<file path="src/rtl/ofp_pkg.sv">
package ofp_pkg;

    localparam int CHAN_BITS      = 8;
    localparam int BASE_PULSE_CYC = 4;

    typedef enum logic [1:0] {
        RATE_2M  = 2'd0,
        RATE_4M  = 2'd1,
        RATE_8M  = 2'd2,
        RATE_16M = 2'd3
    } rate_e;

    // raw control word; field positions are fixed by the register layout
    typedef struct packed {
        logic [4:0] rsvd;
        logic       bypass;
        logic [7:0] offset;
        rate_e      rate;
    } ctrl_t;

    // decoded settings for the frame in progress
    typedef struct packed {
        rate_e      rate;
        logic [7:0] offset;
        logic       special;
        logic       act_high;
        logic       centred;
    } cfg_t;

    function automatic int chan_count(rate_e r, int base_chans);
        return base_chans << int'(r);
    endfunction

    function automatic int chan_cycles(rate_e r, int base_cyc);
        return base_cyc >> int'(r);
    endfunction

    function automatic int pulse_cycles(rate_e r);
        int w;
        w = BASE_PULSE_CYC >> int'(r);
        return (w < 1) ? 1 : w;
    endfunction

endpackage

</file>
<file path="src/rtl/ofp_frame_timer.sv">
module ofp_frame_timer #(
    parameter  int FRAME_CYC = 2048,
    localparam int CNT_W     = $clog2(FRAME_CYC)
) (
    input  logic             clk,
    input  logic             rst,
    input  logic             frm_start,
    output logic [CNT_W-1:0] cur_pos,
    output logic             frame_live
);

    logic [CNT_W-1:0] cnt_q;
    logic             synced_q;

    assign cur_pos    = frm_start ? '0 : cnt_q;
    assign frame_live = frm_start | synced_q;

    always_ff @(posedge clk) begin
        if (rst) begin
            cnt_q    <= '0;
            synced_q <= 1'b0;
        end else begin
            cnt_q    <= (cur_pos == CNT_W'(FRAME_CYC - 1)) ? '0 : cur_pos + 1'b1;
            synced_q <= synced_q | frm_start;
        end
    end

    // position 0 lies on the strobe cycle, so the next cycle is position 1
    a_r1_cnt_restart: assert property (@(posedge clk) disable iff (rst)
        frm_start |=> (cnt_q == CNT_W'(1)));

endmodule

</file>
<file path="src/rtl/ofp_cfg_latch.sv">
module ofp_cfg_latch
    import ofp_pkg::*;
#(
    parameter int INST_IDX     = 0,
    parameter int SPECIAL_INST = 2,
    parameter int BASE_CHANS   = 32
) (
    input  logic  clk,
    input  logic  rst,
    input  logic  frm_start,
    input  ctrl_t ctrl_word,
    input  logic  pol_in,
    input  logic  pos_in,
    output cfg_t  cfg,
    output logic  err_q
);

    ctrl_t raw_q;
    logic  pol_q, pos_q;
    ctrl_t cur_raw;
    logic  spec_on, spec_misuse, range_err;
    logic  [31:0] max_off;

    // bypass path lets the strobe cycle itself use the new word
    assign cur_raw = frm_start ? ctrl_word : raw_q;

    generate
        if (INST_IDX == SPECIAL_INST) begin : g_special
            assign spec_on     = cur_raw.bypass;
            assign spec_misuse = 1'b0;
        end else begin : g_plain
            assign spec_on     = 1'b0;
            assign spec_misuse = cur_raw.bypass;
        end
    endgenerate

    assign max_off   = 32'(chan_count(cur_raw.rate, BASE_CHANS) - 1);
    assign range_err = 32'(cur_raw.offset) > max_off;

    always_comb begin
        cfg.rate     = cur_raw.rate;
        cfg.offset   = cur_raw.offset & max_off[7:0];
        cfg.special  = spec_on;
        cfg.act_high = frm_start ? pol_in : pol_q;
        cfg.centred  = frm_start ? pos_in : pos_q;
    end

    always_ff @(posedge clk) begin
        if (rst) begin
            raw_q <= '0;
            pol_q <= 1'b0;
            pos_q <= 1'b0;
            err_q <= 1'b0;
        end else begin
            if (frm_start) begin
                raw_q <= ctrl_word;
                pol_q <= pol_in;
                pos_q <= pos_in;
            end
            err_q <= (|cur_raw.rsvd) | range_err | spec_misuse;
        end
    end

    // settings hold for the whole frame
    a_r8_hold_mid_frame: assert property (@(posedge clk) disable iff (rst)
        !frm_start |=> ($stable(raw_q) && $stable(pol_q) && $stable(pos_q)));

    // reserved bits flag an error for the frame
    a_r4_rsvd_err: assert property (@(posedge clk) disable iff (rst)
        (frm_start && (|ctrl_word.rsvd)) |=> err_q);

    // offset beyond the channel count flags an error
    a_r3_range_err: assert property (@(posedge clk) disable iff (rst)
        (frm_start && (32'(ctrl_word.offset) >=
                       32'(chan_count(ctrl_word.rate, BASE_CHANS)))) |=> err_q);

endmodule

</file>
<file path="src/rtl/ofp_pulse_shape.sv">
module ofp_pulse_shape
    import ofp_pkg::*;
#(
    parameter  int FRAME_CYC     = 2048,
    parameter  int BASE_CHAN_CYC = 64,
    localparam int CNT_W         = $clog2(FRAME_CYC)
) (
    input  logic             clk,
    input  logic             rst,
    input  logic [CNT_W-1:0] cur_pos,
    input  logic             frame_live,
    input  cfg_t             cfg,
    output logic             fp_level
);

    logic [31:0]      prod;
    logic [CNT_W-1:0] start_pos, win_start, diff, width, lead;
    logic             hit;
    logic             pulse_q, high_q;
    logic [3:0]       run_q;

    always_comb begin
        prod = 32'(cfg.offset) * 32'(chan_cycles(cfg.rate, BASE_CHAN_CYC));
        if (cfg.special) begin
            start_pos = '0;
            width     = CNT_W'(1);
            lead      = '0;
        end else begin
            start_pos = prod[CNT_W-1:0];
            width     = CNT_W'(pulse_cycles(cfg.rate));
            lead      = cfg.centred ? (width >> 1) : '0;
        end
        win_start = start_pos - lead;
        diff      = cur_pos - win_start;
        hit       = frame_live && (diff < width);
    end

    always_ff @(posedge clk) begin
        if (rst) begin
            pulse_q <= 1'b0;
            high_q  <= 1'b0;
        end else begin
            pulse_q <= hit;
            high_q  <= cfg.special ? 1'b0 : cfg.act_high;
        end
    end

    assign fp_level = ~(pulse_q ^ high_q);

    // run-length counter for the width check
    always_ff @(posedge clk) begin
        if (rst)               run_q <= '0;
        else if (!hit)         run_q <= '0;
        else if (run_q != 4'hF) run_q <= run_q + 1'b1;
    end

    // no pulse is ever wider than the widest rate allows
    a_r2_width_cap: assert property (@(posedge clk) disable iff (rst)
        run_q <= 4'(BASE_PULSE_CYC));

    // no pulse before the first reference strobe
    a_r9_idle_unsynced: assert property (@(posedge clk) disable iff (rst)
        !frame_live |=> !pulse_q);

    // the bypass pulse is always active-low
    a_r7_special_low: assert property (@(posedge clk) disable iff (rst)
        cfg.special |=> !high_q);

endmodule

</file>
<file path="src/rtl/ofp_gen.sv">
module ofp_gen
    import ofp_pkg::*;
#(
    parameter int FRAME_CYC    = 2048,
    parameter int BASE_CHANS   = 32,
    parameter int INST_IDX     = 0,
    parameter int SPECIAL_INST = 2
) (
    input  logic        clk,
    input  logic        rst,
    input  logic        frm_start,
    input  logic [15:0] ctrl_word,
    input  logic        pol_sel,
    input  logic        pos_sel,
    output logic        fp_out,
    output logic        cfg_err
);

    localparam int CNT_W         = $clog2(FRAME_CYC);
    localparam int BASE_CHAN_CYC = FRAME_CYC / BASE_CHANS;

    logic [CNT_W-1:0] cur_pos;
    logic             frame_live;
    cfg_t             cfg;

    ofp_frame_timer #(.FRAME_CYC(FRAME_CYC)) u_timer (
        .clk        (clk),
        .rst        (rst),
        .frm_start  (frm_start),
        .cur_pos    (cur_pos),
        .frame_live (frame_live)
    );

    ofp_cfg_latch #(
        .INST_IDX     (INST_IDX),
        .SPECIAL_INST (SPECIAL_INST),
        .BASE_CHANS   (BASE_CHANS)
    ) u_cfg (
        .clk       (clk),
        .rst       (rst),
        .frm_start (frm_start),
        .ctrl_word (ctrl_t'(ctrl_word)),
        .pol_in    (pol_sel),
        .pos_in    (pos_sel),
        .cfg       (cfg),
        .err_q     (cfg_err)
    );

    ofp_pulse_shape #(
        .FRAME_CYC     (FRAME_CYC),
        .BASE_CHAN_CYC (BASE_CHAN_CYC)
    ) u_shape (
        .clk        (clk),
        .rst        (rst),
        .cur_pos    (cur_pos),
        .frame_live (frame_live),
        .cfg        (cfg),
        .fp_level   (fp_out)
    );

    // idle level and clear error straight after reset
    a_r9_reset_idle: assert property (@(posedge clk)
        $past(rst) |-> (fp_out && !cfg_err));

endmodule

</file>
<file path="config.mk">
export PLATFORM = sky130hd
export DESIGN_NAME = ofp_gen
export DESIGN_NICKNAME = d
export VERILOG_FILES = /design/src/rtl/ofp_pkg.sv /design/src/rtl/ofp_frame_timer.sv /design/src/rtl/ofp_cfg_latch.sv /design/src/rtl/ofp_pulse_shape.sv /design/src/rtl/ofp_gen.sv
export SDC_FILE = /design/constraint.sdc
export NUM_CORES = 1
export LEC_CHECK = 0
export BUFFER_PORTS_ARGS = -buffer_cell sky130_fd_sc_hd__buf_2
export CORE_MARGIN = 10
export CORE_UTILIZATION = 45
export DETAILED_ROUTE_END_ITERATION = 7
export SYNTH_ARGS = -nofsm -noshare
export SYNTH_HDL_FRONTEND = slang
export SYNTH_HIERARCHICAL = 1
export SYNTH_SLANG_ARGS = --single-unit
export TNS_END_PERCENT = 30
</file>
<file path="constraint.sdc">
create_clock -name clk -period 16.9 [get_ports clk]
set_clock_uncertainty 0.05 [all_clocks]
set_input_delay 3.38 -clock clk [delete_from_list [all_inputs] [get_ports clk]]
set_output_delay 3.38 -clock clk [all_outputs]
set_load 0.005 [all_outputs]
</file>
## Yosys cells after proc, flatten, opt, wreduce, memory -nomap -nowiden

Index checks and enable logic that the tools add are counted.

| word-level totals | value |
|---|---|
| register bits after elaboration | 32 |
| input bits | 21 |
| output and inout bits | 2 |
| word-level logic and storage cells | 36 |

| operators by class | value |
|---|---|
| add/subtract/negate cells | 4 |
| multipliers | 1 |
| magnitude comparators | 3 |
| eq/ne operators | 1 |
| shift operators | 3 |
| muxes and demuxes | 5 |
| bitwise logic cells | 6 |
| reductions and logical operators | 3 |

Operators with widths:

| cell | number |
|---|---|
| 8-bit by 32-bit greater-than comparator with 1-bit output | 1 |
| 32-bit by 2-bit < comparator with 1-bit output, second input constant | 1 |
| 8-bit by 32-bit multiplier with 11-bit output | 1 |
| 6-bit by 2-bit left shift with 32-bit output, first input constant | 1 |
| 3-bit by 2-bit >> shifter with 32-bit output, first input constant | 1 |
| 7-bit by 2-bit >> shifter with 32-bit output, first input constant | 1 |
| 32-bit by 2-bit subtractor with 32-bit output, second input constant | 1 |
| 11-bit two-way mux | 2 |
| 11-bit subtractor | 2 |
| 16-bit two-way mux | 1 |
| 11-bit by 1-bit adder with 11-bit output, second input constant | 1 |
| 11-bit equality test, second input constant | 1 |
| 11-bit < comparator | 1 |
| 10-bit two-way mux | 1 |
| 8-bit bitwise AND | 1 |
| 5-bit OR reduction | 1 |
| 1-bit OR | 3 |
| 2-bit OR reduction | 1 |
| 1-bit logical AND | 1 |
| 1-bit two-way mux | 1 |
| 1-bit inverter | 1 |
| 1-bit bitwise XOR | 1 |

## Logic depth before layout (Yosys ltp)

| logic depth | value |
|---|---|
| depth in word-level cells | 9 |
| gate-level depth with buffers | 27 |
| gate-level depth less buffers | 24 |

## Cells and area by module

Netlist, hierarchy kept.

By module, submodules not included:

| module | times used | cells an instance | area an instance (sq um) | seq. area each (sq um) |
|---|---|---|---|---|
| ofp_pulse_shape | 1 | 174 | 1486.4 | 40.0 |
| ofp_cfg_latch | 1 | 97 | 928.4 | 380.4 |
| ofp_frame_timer | 1 | 69 | 641.9 | 240.2 |

## Worst setup path before layout

No wires, ideal clock.

| path | value |
|---|---|
| path type | input -> register |
| start | in frm_start |
| end | reg u_shape.pulse_q |
| setup time | 0.088 ns |
| data arrival time | 8.520 ns |
| required time | 16.762 ns |
| slack | 8.242 ns |
| cell stages on the path | 27 |
| buffers on the path | 3 |
| cell sequence | buf_2 mux2i_1 inv_1 buf_4 clkbuf_1 nor2b_1 nand2_1 fa_1 inv_1 ha_1 ha_1 inv_1 fa_1 inv_1 ha_1 a21oi_1 xnor2_1 nand2b_1 ha_1 ha_1 nand2b_1 nor2b_1 nor4b_1 o2111ai_1 nor3_1 nand3_1 nor4_2 |

RTL lines:

| what | line | text |
|---|---|---|
| start, declared | ofp_gen.sv:11 | `input logic frm_start,` |
| end signal, assigned | ofp_pulse_shape.sv:43 | `pulse_q <= hit;` |
| end, declared | ofp_pulse_shape.sv:19 | `logic pulse_q, high_q;` |

==> run summary <==
GR Util met1 - 0.159
Top_reg_cell synth - dfxtp_1
CTS buffer count - 5
GRT Total Usage - 0.117
Post-Synth XOR/XNOR Area - 0.0679
Core Box Area - 0.00646 sq mm
Routed len/inst - 13.9 um
Peak supply drop - 0.0000527 V
Mapped Cells - 340
Initial antenna violation count - 0
PwrDens - 66.5 mW/mm^2
IO Pins - 23
Synth top area cells - dfxtp_1 22%, ha_1 19%, fa_1 4.6%
# resized after CTS - 0
Clk buf depth - 2
Die X - 102 um
Drt initial violations - 67
Mux cell area share after synthesis - 0.0679
Max Cap Viol - 0
Largest family of logic cells by synthesized area - simple AND/OR/NAND/NOR gates
Maximum fanout along the worst path - 42
Final Util - 0.504
Total Nets Final - 424
Net Count, Synth - 414
Number of global-route vias before repair - 2148
Fmax - 0.107 GHz
Synth-to-layout area growth - 6.59%
Hold Crit Class - reg2reg
Slew HR - 0.442
Largest area contributor in the netlist - dfxtp_1
Met3 Use GR - 0.0297
Synth cell types - 64
GRT busiest layer - met2
EDFF count, synth - 0
Max H-tree Level - 2
Worst-Margin Slew - 0.837 ns
Die footprint - 0.0105 sq mm
Yosys top cell area share - 0.216
Layout cells sized above 1 - 0.140
Antenna Cells - 0
Most common cell in the netlist - ha_1
Synthesized area per cell - 8.99 sq um
Die Y - 102 um
Post-Synth Adder-Cell Area - 0.234
Hold Buf Count CTS - 0
Cell area after layout - 0.00326 sq mm
CTS root buf - clkbuf_8
Met2 track demand over resource - 0.177
Minimum clock period - 9.31 ns
Post-DP HPWL - 4700 um
CTS tree - yes
Flops & latches, synth - 33
Slew Limit Fails - 0
Initial Util - 0.473
Port Buffer Count - 22
Remaining antenna violation count after routing - 0
Post-synth top cells - 46 x ha_1, 34 x inv_1, 33 x dfxtp_1
WP data arrival - 9.46 ns
Crit path required time - 17.05 ns
CP endpoint kind - flop
Synth warnings - 6
Final WL - 5940 um
Run status - complete, no violations
Post-Place Cells - 420
Worst Reg-to-Reg Cells - 24
Vias after detailed routing - 2213
DRT Pass-1 Iters - 4
Final Cycle Share - 0.551
DRC errors left - 0
Vias per cell - 5.17
Unrepaired setup endpoints after global routing - false
Global-route wire length before repair - 9960 um
Post-synth ARST share - 0
Setup CP Type - in2reg
Post-CTS setup buffer count - 0
Grt total ovfl - 0
Seq/Total Area, Yosys - 0.216
Setup violators final - 0
Gp weighted congestion - 0.826
Compound-cell area share of the yosys netlist - 0.0868
Setup TNS - 0 ns
Post-Synth Simple-Gate Area - 0.244
Largest net degree at the start of global routing - 43
Non-filler cells, final - 428
Clock Pin Slew Worst Setup and Hold Paths - 0.08 ns
Min-Delay Path Depth - 2
Cell Area, Placed - 0.00314 sq mm
Hold Slack - 0.445 ns
Fin. Hold Viols - 0
Row count - 29
Worst skew pair latency - 0.29 ns
Synthesized cell area - 0.00306 sq mm
CP Launch Type - input port
Leakage - 1.64 nW
CTS Sinks - 33
## logic make-up (layout without fill, tap and decap cells)
kind of cell               count (synthesis)  after routing
muxes                                     20             20
and+or+nand+nor                          119            119
other                                      1              1
buffers and inverters                     54             65
xor gates and xnor gates                  19             19
adders and majority gates                 53             53
DFF                                       33             33
AOI/OAI and AO/OA                         41             41
## metal layers
layer	share of wire	routed length [um]
met2	0.43	2550
met5	0	0
met3	0.041	241
met4	0.011	68
met1	0.52	3080
## worst max-delay path: stages
cell	delay, ns
buf_2	0.64
mux2i_1	0.45
inv_2	0.20
nor2b_1	0.43
nand2_1	0.14
fa_1	0.51
inv_1	0.04
ha_1	0.28
ha_1	0.27
inv_1	0.05
fa_1	0.54
inv_1	0.04
ha_1	0.32
a21oi_1	0.17
xnor2_1	0.14
nand2b_1	0.09
ha_1	0.28
ha_1	0.36
nand2b_1	0.12
nor2b_1	0.06
nor4b_1	0.26
o2111ai_1	0.16
nor3_1	0.16
nand3_1	0.11
nor4_2	0.26
## cell usage in the layout, fill, tap and decap left out, drive strengths merged, types with 3 or more instances in the layout
master,Yosys,final
nor2,25,25
and2b,6,6
ha,46,46
nor3,5,5
nand4b,4,4
o21ai,10,10
a21o,3,3
mux2,6,6
xor2,4,4
nand2b,11,11
or4,3,3
xnor3,3,3
dfxtp,33,33
fa,7,7
clkbuf,6,5
xnor2,12,12
mux2i,14,14
a31oi,3,3
nor2b,16,16
buf,13,22
inv,35,35
a21oi,13,13
nand2,7,7
and2,13,13
and3,7,7
or3,4,4
## cell type report
type,count,area (sq um)
clock buffers,5,68.8
multi-input cells,253,2140
fillers,618,3200
inverters,35,131
clock inverters,3,46.3
well taps,77,96.3
repair buffers,22,110
flip-flops and latches,33,661
## flip-flops by register name (all words and copies together) (netlist names)
register	flops
u_cfg/raw_q	16
u_timer/cnt_q	11
u_cfg/err_q	1
u_cfg/pol_q	1
u_cfg/pos_q	1
u_shape/high_q	1
u_shape/pulse_q	1
u_timer/synced_q	1
## power by group
group          total, mW  internal [mW]  switching, mW
Combinational     0.0586         0.0267         0.0320
Clock             0.0755         0.0441         0.0314
Sequential        0.0823         0.0810        0.00129
## final timing paths
path | from | end | slack (ns)
min reg2reg | u_cfg/raw_q[13] | u_cfg/raw_q[13] | 0.44
max | frm_start | u_shape/pulse_q | 7.59
min | u_cfg/raw_q[13] | u_cfg/raw_q[13] | 0.44
max reg2reg | u_cfg/raw_q[1] | u_shape/pulse_q | 11.19
## per-stage QoR
step | setup WS (ns) | power (mW)
finish | 7.59 | 0.217
global route | 7.04 | 0.231
CTS | 7.60 | 0.220
detailed placement | 7.33 | 0.143
global placement | 7.55 | 0.142
floorplan | 8.24 | 0.133
Power figures use the tool's default switching activity.
